[src/rtl/ld_pkg.sv]
`timescale 1ns/1ps
package ld_pkg;
    localparam int NUM_PLL = 2;
    localparam int CH_RF   = 0;
    localparam int CH_IF   = 1;

    typedef enum logic [1:0] {
        S_OFF    = 2'd0,
        S_HUNT   = 2'd1,
        S_LOCKED = 2'd2
    } lock_state_e;

    typedef enum logic [1:0] {
        M_IDLE     = 2'd0,
        M_WAIT_FB  = 2'd1,
        M_WAIT_REF = 2'd2
    } meas_state_e;
endpackage

[src/rtl/ld_event_gate.sv]
`timescale 1ns/1ps
module ld_event_gate #(
    parameter bit DIV_CAPABLE = 1'b1,
    parameter int DIV_RATIO   = 4
) (
    input  logic clk,
    input  logic rst_n,
    input  logic restart_i,
    input  logic div_en_i,
    input  logic ref_i,
    input  logic fb_i,
    output logic ref_o,
    output logic fb_o
);
    localparam int PH_W = $clog2(DIV_RATIO);
    localparam logic [PH_W-1:0] PH_LAST = PH_W'(DIV_RATIO - 1);

    logic            div_on;
    logic [PH_W-1:0] ref_ph, fb_ph;

    assign div_on = DIV_CAPABLE && div_en_i;

    // Phase counters: position of each edge within its group of DIV_RATIO
    always_ff @(posedge clk or negedge rst_n) begin
        if (!rst_n) begin
            ref_ph <= '0;
            fb_ph  <= '0;
        end else if (restart_i || !div_on) begin
            ref_ph <= '0;
            fb_ph  <= '0;
        end else begin
            if (ref_i) ref_ph <= (ref_ph == PH_LAST) ? '0 : ref_ph + 1'b1;
            if (fb_i)  fb_ph  <= (fb_ph  == PH_LAST) ? '0 : fb_ph  + 1'b1;
        end
    end

    always_comb begin
        ref_o = ref_i && (!div_on || ref_ph == '0);
        fb_o  = fb_i  && (!div_on || fb_ph  == '0);
    end

    // a pulse arriving mid-group while thinning is never passed on
    a_r5_skip_mid_group: assert property (@(posedge clk) disable iff (!rst_n)
        (div_on && ref_i && !restart_i && ref_ph == '0) |=> !(div_on && ref_o && !restart_i));
endmodule

[src/rtl/ld_phase_meas.sv]
`timescale 1ns/1ps
module ld_phase_meas
    import ld_pkg::*;
#(
    parameter int CNT_W = 5
) (
    input  logic             clk,
    input  logic             rst_n,
    input  logic             restart_i,
    input  logic             ref_i,
    input  logic             fb_i,
    output logic             done_o,
    output logic [CNT_W-1:0] err_o
);
    localparam logic [CNT_W-1:0] MAXV = {CNT_W{1'b1}};

    meas_state_e      state, nxt_state;
    logic [CNT_W-1:0] cnt, nxt_cnt;
    logic [CNT_W-1:0] nxt_err;
    logic             nxt_done;
    logic [CNT_W-1:0] cnt_inc;

    assign cnt_inc = (cnt == MAXV) ? MAXV : cnt + 1'b1;

    always_comb begin
        nxt_state = state;
        nxt_cnt   = cnt_inc;
        nxt_err   = err_o;
        nxt_done  = 1'b0;
        unique case (state)
            M_IDLE: begin
                nxt_cnt = '0;
                if (ref_i && fb_i) begin          // T_PAIR with zero error
                    nxt_done = 1'b1;
                    nxt_err  = '0;
                end else if (ref_i) begin         // T_FIRST
                    nxt_state = M_WAIT_FB;
                    nxt_cnt   = CNT_W'(1);
                end else if (fb_i) begin          // T_FIRST
                    nxt_state = M_WAIT_REF;
                    nxt_cnt   = CNT_W'(1);
                end
            end
            M_WAIT_FB: begin
                if (fb_i) begin                   // T_PAIR
                    nxt_state = M_IDLE;
                    nxt_done  = 1'b1;
                    nxt_err   = cnt;
                end else if (ref_i) begin         // T_REPEAT
                    nxt_done  = 1'b1;
                    nxt_err   = MAXV;
                    nxt_cnt   = CNT_W'(1);
                end
            end
            M_WAIT_REF: begin
                if (ref_i) begin                  // T_PAIR
                    nxt_state = M_IDLE;
                    nxt_done  = 1'b1;
                    nxt_err   = cnt;
                end else if (fb_i) begin          // T_REPEAT
                    nxt_done  = 1'b1;
                    nxt_err   = MAXV;
                    nxt_cnt   = CNT_W'(1);
                end
            end
            default: begin
                nxt_state = M_IDLE;
                nxt_cnt   = '0;
            end
        endcase
        if (restart_i) begin
            nxt_state = M_IDLE;
            nxt_cnt   = '0;
            nxt_done  = 1'b0;
        end
    end

    always_ff @(posedge clk or negedge rst_n) begin
        if (!rst_n) begin
            state  <= M_IDLE;
            cnt    <= '0;
            err_o  <= '0;
            done_o <= 1'b0;
        end else begin
            state  <= nxt_state;
            cnt    <= nxt_cnt;
            err_o  <= nxt_err;
            done_o <= nxt_done;
        end
    end

    // coincident edges report a zero error on the next cycle
    a_r1_same_cycle_zero: assert property (@(posedge clk) disable iff (!rst_n)
        (state == M_IDLE && ref_i && fb_i && !restart_i) |=> (done_o && err_o == '0));

    // a repeated reference before feedback completes as saturated
    a_r9_repeat_saturates: assert property (@(posedge clk) disable iff (!rst_n)
        (state == M_WAIT_FB && ref_i && !fb_i && !restart_i) |=> (done_o && err_o == MAXV));

    // a start-over pulse suppresses the completion that would follow it
    a_r8_restart_no_done: assert property (@(posedge clk) disable iff (!rst_n)
        restart_i |=> !done_o);
endmodule

[src/rtl/ld_lock_fsm.sv]
`timescale 1ns/1ps
module ld_lock_fsm
    import ld_pkg::*;
#(
    parameter int CNT_W   = 5,
    parameter int ENTRY   = 4,
    parameter int EXIT    = 8,
    parameter int RUN_LEN = 5
) (
    input  logic             clk,
    input  logic             rst_n,
    input  logic             pd_i,
    input  logic             restart_i,
    input  logic             done_i,
    input  logic [CNT_W-1:0] err_i,
    output logic             lock_o
);
    localparam int RUN_W = $clog2(RUN_LEN + 1);
    localparam logic [RUN_W-1:0] RUN_LAST  = RUN_W'(RUN_LEN - 1);
    localparam logic [CNT_W-1:0] ENTRY_LIM = CNT_W'(ENTRY);
    localparam logic [CNT_W-1:0] EXIT_LIM  = CNT_W'(EXIT);

    lock_state_e      state, nxt_state;
    logic [RUN_W-1:0] run, nxt_run;
    logic             good_entry, bad_exit;

    assign good_entry = done_i && (err_i < ENTRY_LIM);
    assign bad_exit   = done_i && (err_i > EXIT_LIM);

    always_comb begin
        nxt_state = state;
        nxt_run   = run;
        unique case (state)
            S_OFF: begin
                nxt_run = '0;
                if (!pd_i) nxt_state = S_HUNT;              // T_WAKE
            end
            S_HUNT: begin
                if (good_entry) begin
                    if (run == RUN_LAST) begin              // T_ACQUIRE
                        nxt_state = S_LOCKED;
                        nxt_run   = '0;
                    end else begin
                        nxt_run = run + 1'b1;
                    end
                end else if (done_i) begin
                    nxt_run = '0;
                end
            end
            S_LOCKED: begin
                nxt_run = '0;
                if (bad_exit) nxt_state = S_HUNT;           // T_SLIP
            end
            default: begin
                nxt_state = S_HUNT;
                nxt_run   = '0;
            end
        endcase
        if (restart_i) begin                                // T_RESTART
            nxt_state = S_HUNT;
            nxt_run   = '0;
        end
        if (pd_i) begin                                     // T_POWER_DOWN
            nxt_state = S_OFF;
            nxt_run   = '0;
        end
    end

    always_ff @(posedge clk or negedge rst_n) begin
        if (!rst_n) begin
            state <= S_HUNT;
            run   <= '0;
        end else begin
            state <= nxt_state;
            run   <= nxt_run;
        end
    end

    always_comb begin
        lock_o = (state == S_LOCKED) && !pd_i;
    end

    // lock can only rise right after a comparison inside the entry window
    a_r2_rise_after_good: assert property (@(posedge clk) disable iff (!rst_n)
        $rose(lock_o) |-> $past(done_i && err_i < ENTRY_LIM));

    // an error beyond the exit window drops lock
    a_r4_slip_drops: assert property (@(posedge clk) disable iff (!rst_n)
        (lock_o && done_i && err_i > EXIT_LIM) |=> !lock_o);

    // inside the exit window lock is kept
    a_r4_hold_in_window: assert property (@(posedge clk) disable iff (!rst_n)
        (lock_o && !(done_i && err_i > EXIT_LIM) && !restart_i) |=> (lock_o || pd_i));

    // on release from power-down the channel is not locked
    a_r6_wake_unlocked: assert property (@(posedge clk) disable iff (!rst_n)
        ($past(pd_i) && !pd_i) |-> !lock_o);
endmodule

[src/rtl/pll_lock_detect.sv]
`timescale 1ns/1ps
module pll_lock_detect
    import ld_pkg::*;
#(
    parameter int CNT_W    = 5,
    parameter int RF_ENTRY = 4,
    parameter int IF_ENTRY = 6,
    parameter int RUN_LEN  = 5,
    parameter int RF_DIV   = 4
) (
    input  logic clk,
    input  logic rst_n,
    input  logic rf_ref,
    input  logic rf_fb,
    input  logic if_ref,
    input  logic if_fb,
    input  logic div4_en,
    input  logic rf_pd,
    input  logic if_pd,
    input  logic restart,
    output logic rf_lock,
    output logic if_lock,
    output logic both_lock
);
    logic [NUM_PLL-1:0] ref_v, fb_v, pd_v, lock_v;

    assign ref_v = {if_ref, rf_ref};
    assign fb_v  = {if_fb,  rf_fb};
    assign pd_v  = {if_pd,  rf_pd};

    for (genvar g = 0; g < NUM_PLL; g++) begin : g_ch
        localparam int ENTRY = (g == CH_RF) ? RF_ENTRY : IF_ENTRY;
        localparam int EXIT  = 2 * ENTRY;

        logic             ref_ev, fb_ev, done;
        logic [CNT_W-1:0] err;

        ld_event_gate #(
            .DIV_CAPABLE (g == CH_RF),
            .DIV_RATIO   (RF_DIV)
        ) u_gate (
            .clk       (clk),
            .rst_n     (rst_n),
            .restart_i (restart),
            .div_en_i  (div4_en),
            .ref_i     (ref_v[g]),
            .fb_i      (fb_v[g]),
            .ref_o     (ref_ev),
            .fb_o      (fb_ev)
        );

        ld_phase_meas #(
            .CNT_W (CNT_W)
        ) u_meas (
            .clk       (clk),
            .rst_n     (rst_n),
            .restart_i (restart),
            .ref_i     (ref_ev),
            .fb_i      (fb_ev),
            .done_o    (done),
            .err_o     (err)
        );

        ld_lock_fsm #(
            .CNT_W   (CNT_W),
            .ENTRY   (ENTRY),
            .EXIT    (EXIT),
            .RUN_LEN (RUN_LEN)
        ) u_fsm (
            .clk       (clk),
            .rst_n     (rst_n),
            .pd_i      (pd_v[g]),
            .restart_i (restart),
            .done_i    (done),
            .err_i     (err),
            .lock_o    (lock_v[g])
        );
    end

    assign rf_lock   = lock_v[CH_RF];
    assign if_lock   = lock_v[CH_IF];
    assign both_lock = &lock_v;

    // a start-over pulse leaves both channels unlocked
    a_r8_restart_clears: assert property (@(posedge clk) disable iff (!rst_n)
        restart |=> (!rf_lock && !if_lock));
endmodule

[config.mk]
export PLATFORM = sky130hd
export DESIGN_NAME = pll_lock_detect
export DESIGN_NICKNAME = d
export VERILOG_FILES = /design/src/rtl/ld_pkg.sv /design/src/rtl/ld_event_gate.sv /design/src/rtl/ld_phase_meas.sv /design/src/rtl/ld_lock_fsm.sv /design/src/rtl/pll_lock_detect.sv
export SDC_FILE = /design/constraint.sdc
export NUM_CORES = 1
export LEC_CHECK = 0
export CAP_MARGIN = 15
export CORE_ASPECT_RATIO = 0.6
export CORE_MARGIN = 10
export CORE_UTILIZATION = 54
export DETAILED_ROUTE_END_ITERATION = 8
export GPL_ROUTABILITY_DRIVEN = 0
export PLACE_DENSITY_LB_ADDON = 0.05
export SYNTH_ARGS = -nofsm -noshare
export SYNTH_HDL_FRONTEND = slang
export SYNTH_SLANG_ARGS = --single-unit
[constraint.sdc]
create_clock -name clk -period 1.85 [get_ports clk]
set_input_delay 0.37 -clock clk [delete_from_list [all_inputs] [get_ports clk]]
set_output_delay 0.37 -clock clk [all_outputs]
set_load 0.1 [all_outputs]
==> impl_metrics.toml, run 1 <==
[outcome]
outcome = "complete, but fails checks"
violations = "setup timing"

[logic_synthesis]
synth_top_area_share_pct = 39.56
yosys.cell_types.count = 49
ys_warn_count = 0
synth_top_family_by_area = "compound AO/OA/AOI/OAI gates"
ys_top_cells_by_area = "dfrtp_1 40%, ha_1 11%, inv_1 4.5%"
synth_edf_count = 0
yosys.area_share.simple_pct = 17.70
syn_nets = 286
yosysTopAreaCell = "dfrtp_1"
synth_compound_area_share_pct = 20.30
synthXorXnorAreaFrac_pct = 0.7288
netlist_area_um2 = 2404
synthMuxAreaShare_pct = 1.666
syn_area_per_cell_um2 = 9.463
postSynth.asyncResetShare_pct = 100.0
seq_area_frac_synth_pct = 41.75
synth_cells = 254
synth_flop_cell = "dfrtp_1"
synthAdderAreaFrac_pct = 11.45
ys_ff_latch = 40

[placed_design]
dpl.cell_count = 357
detailed_place_hpwl_um = 4046
io_buffers = 12
dp_slack_ps = -436.5

[worst_setup_path]
cp-endpoint = "g_ch[0].u_meas.err_o[2]"
critPathMostFrequentCell = "inv_2"
r2r_slack_ps = -40
critPathArrivalTime_ps = 2080
worstRegToRegCells = 9
worstPathMaxFanout = 6
cp_data_required_time_ps = 2040
rr_startpoint = "g_ch[0].u_gate.fb_ph[0]"
crit_chain = "inv_1, ha_2, nor2b_4, nand2b_4, inv_2, ha_4, inv_2, a221o_2, a22o_1"
worstSetupStartpoint = "g_ch[0].u_gate.fb_ph[0]"
r2r-end = "g_ch[0].u_meas.err_o[2]"
crit_path_top_delay_cell = "a221o_2"
crit_type = "reg2reg"
critPathMaxStageDelay_ps = 450
startpoint_type = "register"
crit_path_end_kind = "register"

[sta]
rsz0062_at_grt = "yes"
fmax_mhz = 529.1
worst_slack_ps = -39.99
fin_setup_tns_ps = -194.0
worst_hold_slack_ps = 17.33
finalSetupViolations = 7
timing_hold_violations_final = 0
fin_crit_ps = 1890
slew_violations = 0
fin_skew_ps = 3.982
worst_pin_slew_ps = 583.4
relSlewSlack_pct = 60.70
post-route-period-util_pct = 102.2

[global_routing]
grt_pass1_wl_um = 9501
overflow = 0
grt_pass1_vias = 2018
antenna_found_initial = 0
groute.usage.overall_pct = 15.17
grt_max_degree = 41

[layout]
nFillCells = 307
final_cells = 373
areaGrowthSynthToFinish_pct = 31.44
insertedDiodeCount = 0
nets = 344
drive_gt1_share_pct = 27.48
final_util_pct = 75.42

[floorplan]
rows = 18
die_width_um = 106.1
die_area_um2 = 7607
initial_core_util_pct = 57.38
ios = 13
coreArea_um2 = 4189
fp.dieH_um = 71.68

[power]
peakVddDrop_mv = 0.4282
p_leak_nw = 1.481
power.density_nw_per_um2 = 769.9

[clock_tree]
clk_latency_ps = 300
cts_made_buffers = 5
clk_path_buf_depth = 2
htree_levels = 2
cts.sinks = 40
clk_pin_slew_ps = 80
cts_tree = "built"
clockRootBuffer = "clkbuf_8"

[routing]
drt_drc_violations_left = 0
wl_per_cell_um = 15.69
routed_wl_um = 5851
vias = 2086
avgViaCountPerCell = 5.592
drt.antenna.violating_nets = 0
drt_pre_antenna_iters = 5
dr.first_iter.drc_count = 155

[min_path]
hold_class = "in2async"

[flow_run]
drv_cap = 0
-- power breakdown --
| part | switching, mW | leakage, nW | internal [mW] |
|---|---|---|---|
| clock | 0.336 | 0.0548 | 0.406 |
| combinational | 0.379 | 0.882 | 0.312 |
| sequential | 0.0592 | 0.544 | 0.940 |
-- layout make-up --
| cell class | instances | area [µm²] | share of cell area (%) |
|---|---|---|---|
| sequential | 40 | 1003 | 31.76 |
| timing repair buffer | 55 | 488.0 | 15.45 |
| clock buffer | 5 | 68.82 | 2.178 |
| inverter | 30 | 116.4 | 3.683 |
| multi-input combinational | 180 | 1361 | 43.09 |
| tap | 60 | 75.07 | 2.376 |
| clock inverter | 3 | 46.29 | 1.465 |
-- worst max-delay path: cells and delay by family, from the launching register on --
kind	cells	cell delay (ps)
simple gates	2	180
compound gates	2	700
flops	1	380
fa+ha+maj	2	330
buf+inv	3	190
-- cell families after synthesis --
logic type | after synthesis
buffers and inverters | 35
AOI/OAI and AO/OA | 68
and+or+nand+nor | 83
DFF | 40
adders and majority gates | 22
xor gates and xnor gates | 2
muxes | 4
-- cell usage in the layout (no fill, tap or decap), drive strengths merged, types with 2 or more instances in the layout --
cell / netlist / routed
nand3: 11 / 11
a21oi: 16 / 16
a211oi: 2 / 2
o31ai: 3 / 3
a221o: 2 / 3
a22o: 11 / 11
clkdlybuf4s50: 0 / 5
or3: 2 / 2
dlygate4sd2: 0 / 2
nor3: 8 / 8
o21ai: 10 / 10
nand2b: 6 / 6
nand4b: 2 / 2
mux2i: 4 / 4
ha: 22 / 22
and2: 3 / 3
dfrtp: 38 / 38
a31oi: 4 / 4
buf: 3 / 47
inv: 30 / 30
o211a: 2 / 2
or2: 3 / 3
o22ai: 4 / 4
nor3b: 2 / 2
nand2: 20 / 20
nor2: 18 / 18
a22oi: 5 / 5
dfstp: 2 / 2
a41oi: 2 / 2
nand4: 2 / 2
clkinvlp: 0 / 2
clkbuf: 2 / 5
nor2b: 2 / 2
-- synthesized netlist by cell type, types with 3 or more instances --
cell type,number
and2_1,3
a31oi_1,4
a22o_1,11
nand2_1,20
mux2i_1,4
o21ai_0,8
buf_6,3
o22ai_1,4
ha_1,22
nor2_1,17
o31ai_1,3
a21oi_1,11
nand2b_1,6
dfrtp_1,38
a22oi_1,5
inv_1,29
nand3_1,11
a21oi_2,5
nor3_1,8
-- worst min path at each step --
stage / from / to / slack (ps) / depth (start not counted)
after floorplan: rst_n / g_ch[0].u_fsm.run[0] / 70 / 0
after global placement: rst_n / g_ch[0].u_gate.fb_ph[1] / 350 / 2
after detailed placement: rst_n / g_ch[0].u_gate.fb_ph[1] / 350 / 2
after CTS: rst_n / g_ch[0].u_gate.fb_ph[1] / 20 / 2
after global routing: rst_n / g_ch[0].u_meas.cnt[1] / 50 / 2
final: rst_n / g_ch[0].u_gate.fb_ph[1] / 20 / 2
-- state kept, by name, indices dropped and copies added, names as in the netlist --
signal / count
g_ch.u_fsm.state: 4
g_ch.u_gate.ref_ph: 2
g_ch.u_fsm.run: 6
g_ch.u_meas.err_o: 10
g_ch.u_meas.cnt: 10
g_ch.u_gate.fb_ph: 2
g_ch.u_meas.done_o: 2
g_ch.u_meas.state: 4
-- layer usage --
| layer | up-vias | part of all wire [%] | GRT usage, % |
|---|---|---|---|
| li1 | 1022 | - | - |
| met1 | 998 | 50 | 20.63 |
| met2 | 51 | 44 | 23.22 |
| met3 | 15 | 4.3 | 3.661 |
| met4 | 0 | 2.0 | 4.783 |
| met5 | - | 0 | 0 |
-- stage by stage --
step	total power [mW]	area (µm²)
after global routing	2.553	3159
after detailed placement	1.628	2893
after global placement	1.619	2893
final	2.432	3159
after floorplan	1.430	2431
after CTS	2.398	3093
-- what timing repair did --
action                                  in CTS  in global routing
gates cloned                                 0                  1
buffers inserted                             5                  2
gates resized for setup                     16                 10
hold buffers                                 0                  0
endpoints found under the setup margin       9                 16
pin swaps                                   12                  9
Power figures use the tool's default switching activity.
==> run 2, diff against run 1 <==
--- a/config.mk
+++ b/config.mk
@@ -5,7 +5,7 @@
 export SDC_FILE = /design/constraint.sdc
 export NUM_CORES = 1
 export LEC_CHECK = 0
-export CAP_MARGIN = 15
+export CAP_MARGIN = 20
 export CORE_ASPECT_RATIO = 0.6
 export CORE_MARGIN = 10
 export CORE_UTILIZATION = 54
==> results of run 2 <==
No change in the layout: final DEF, timing and power equal those of run 1.
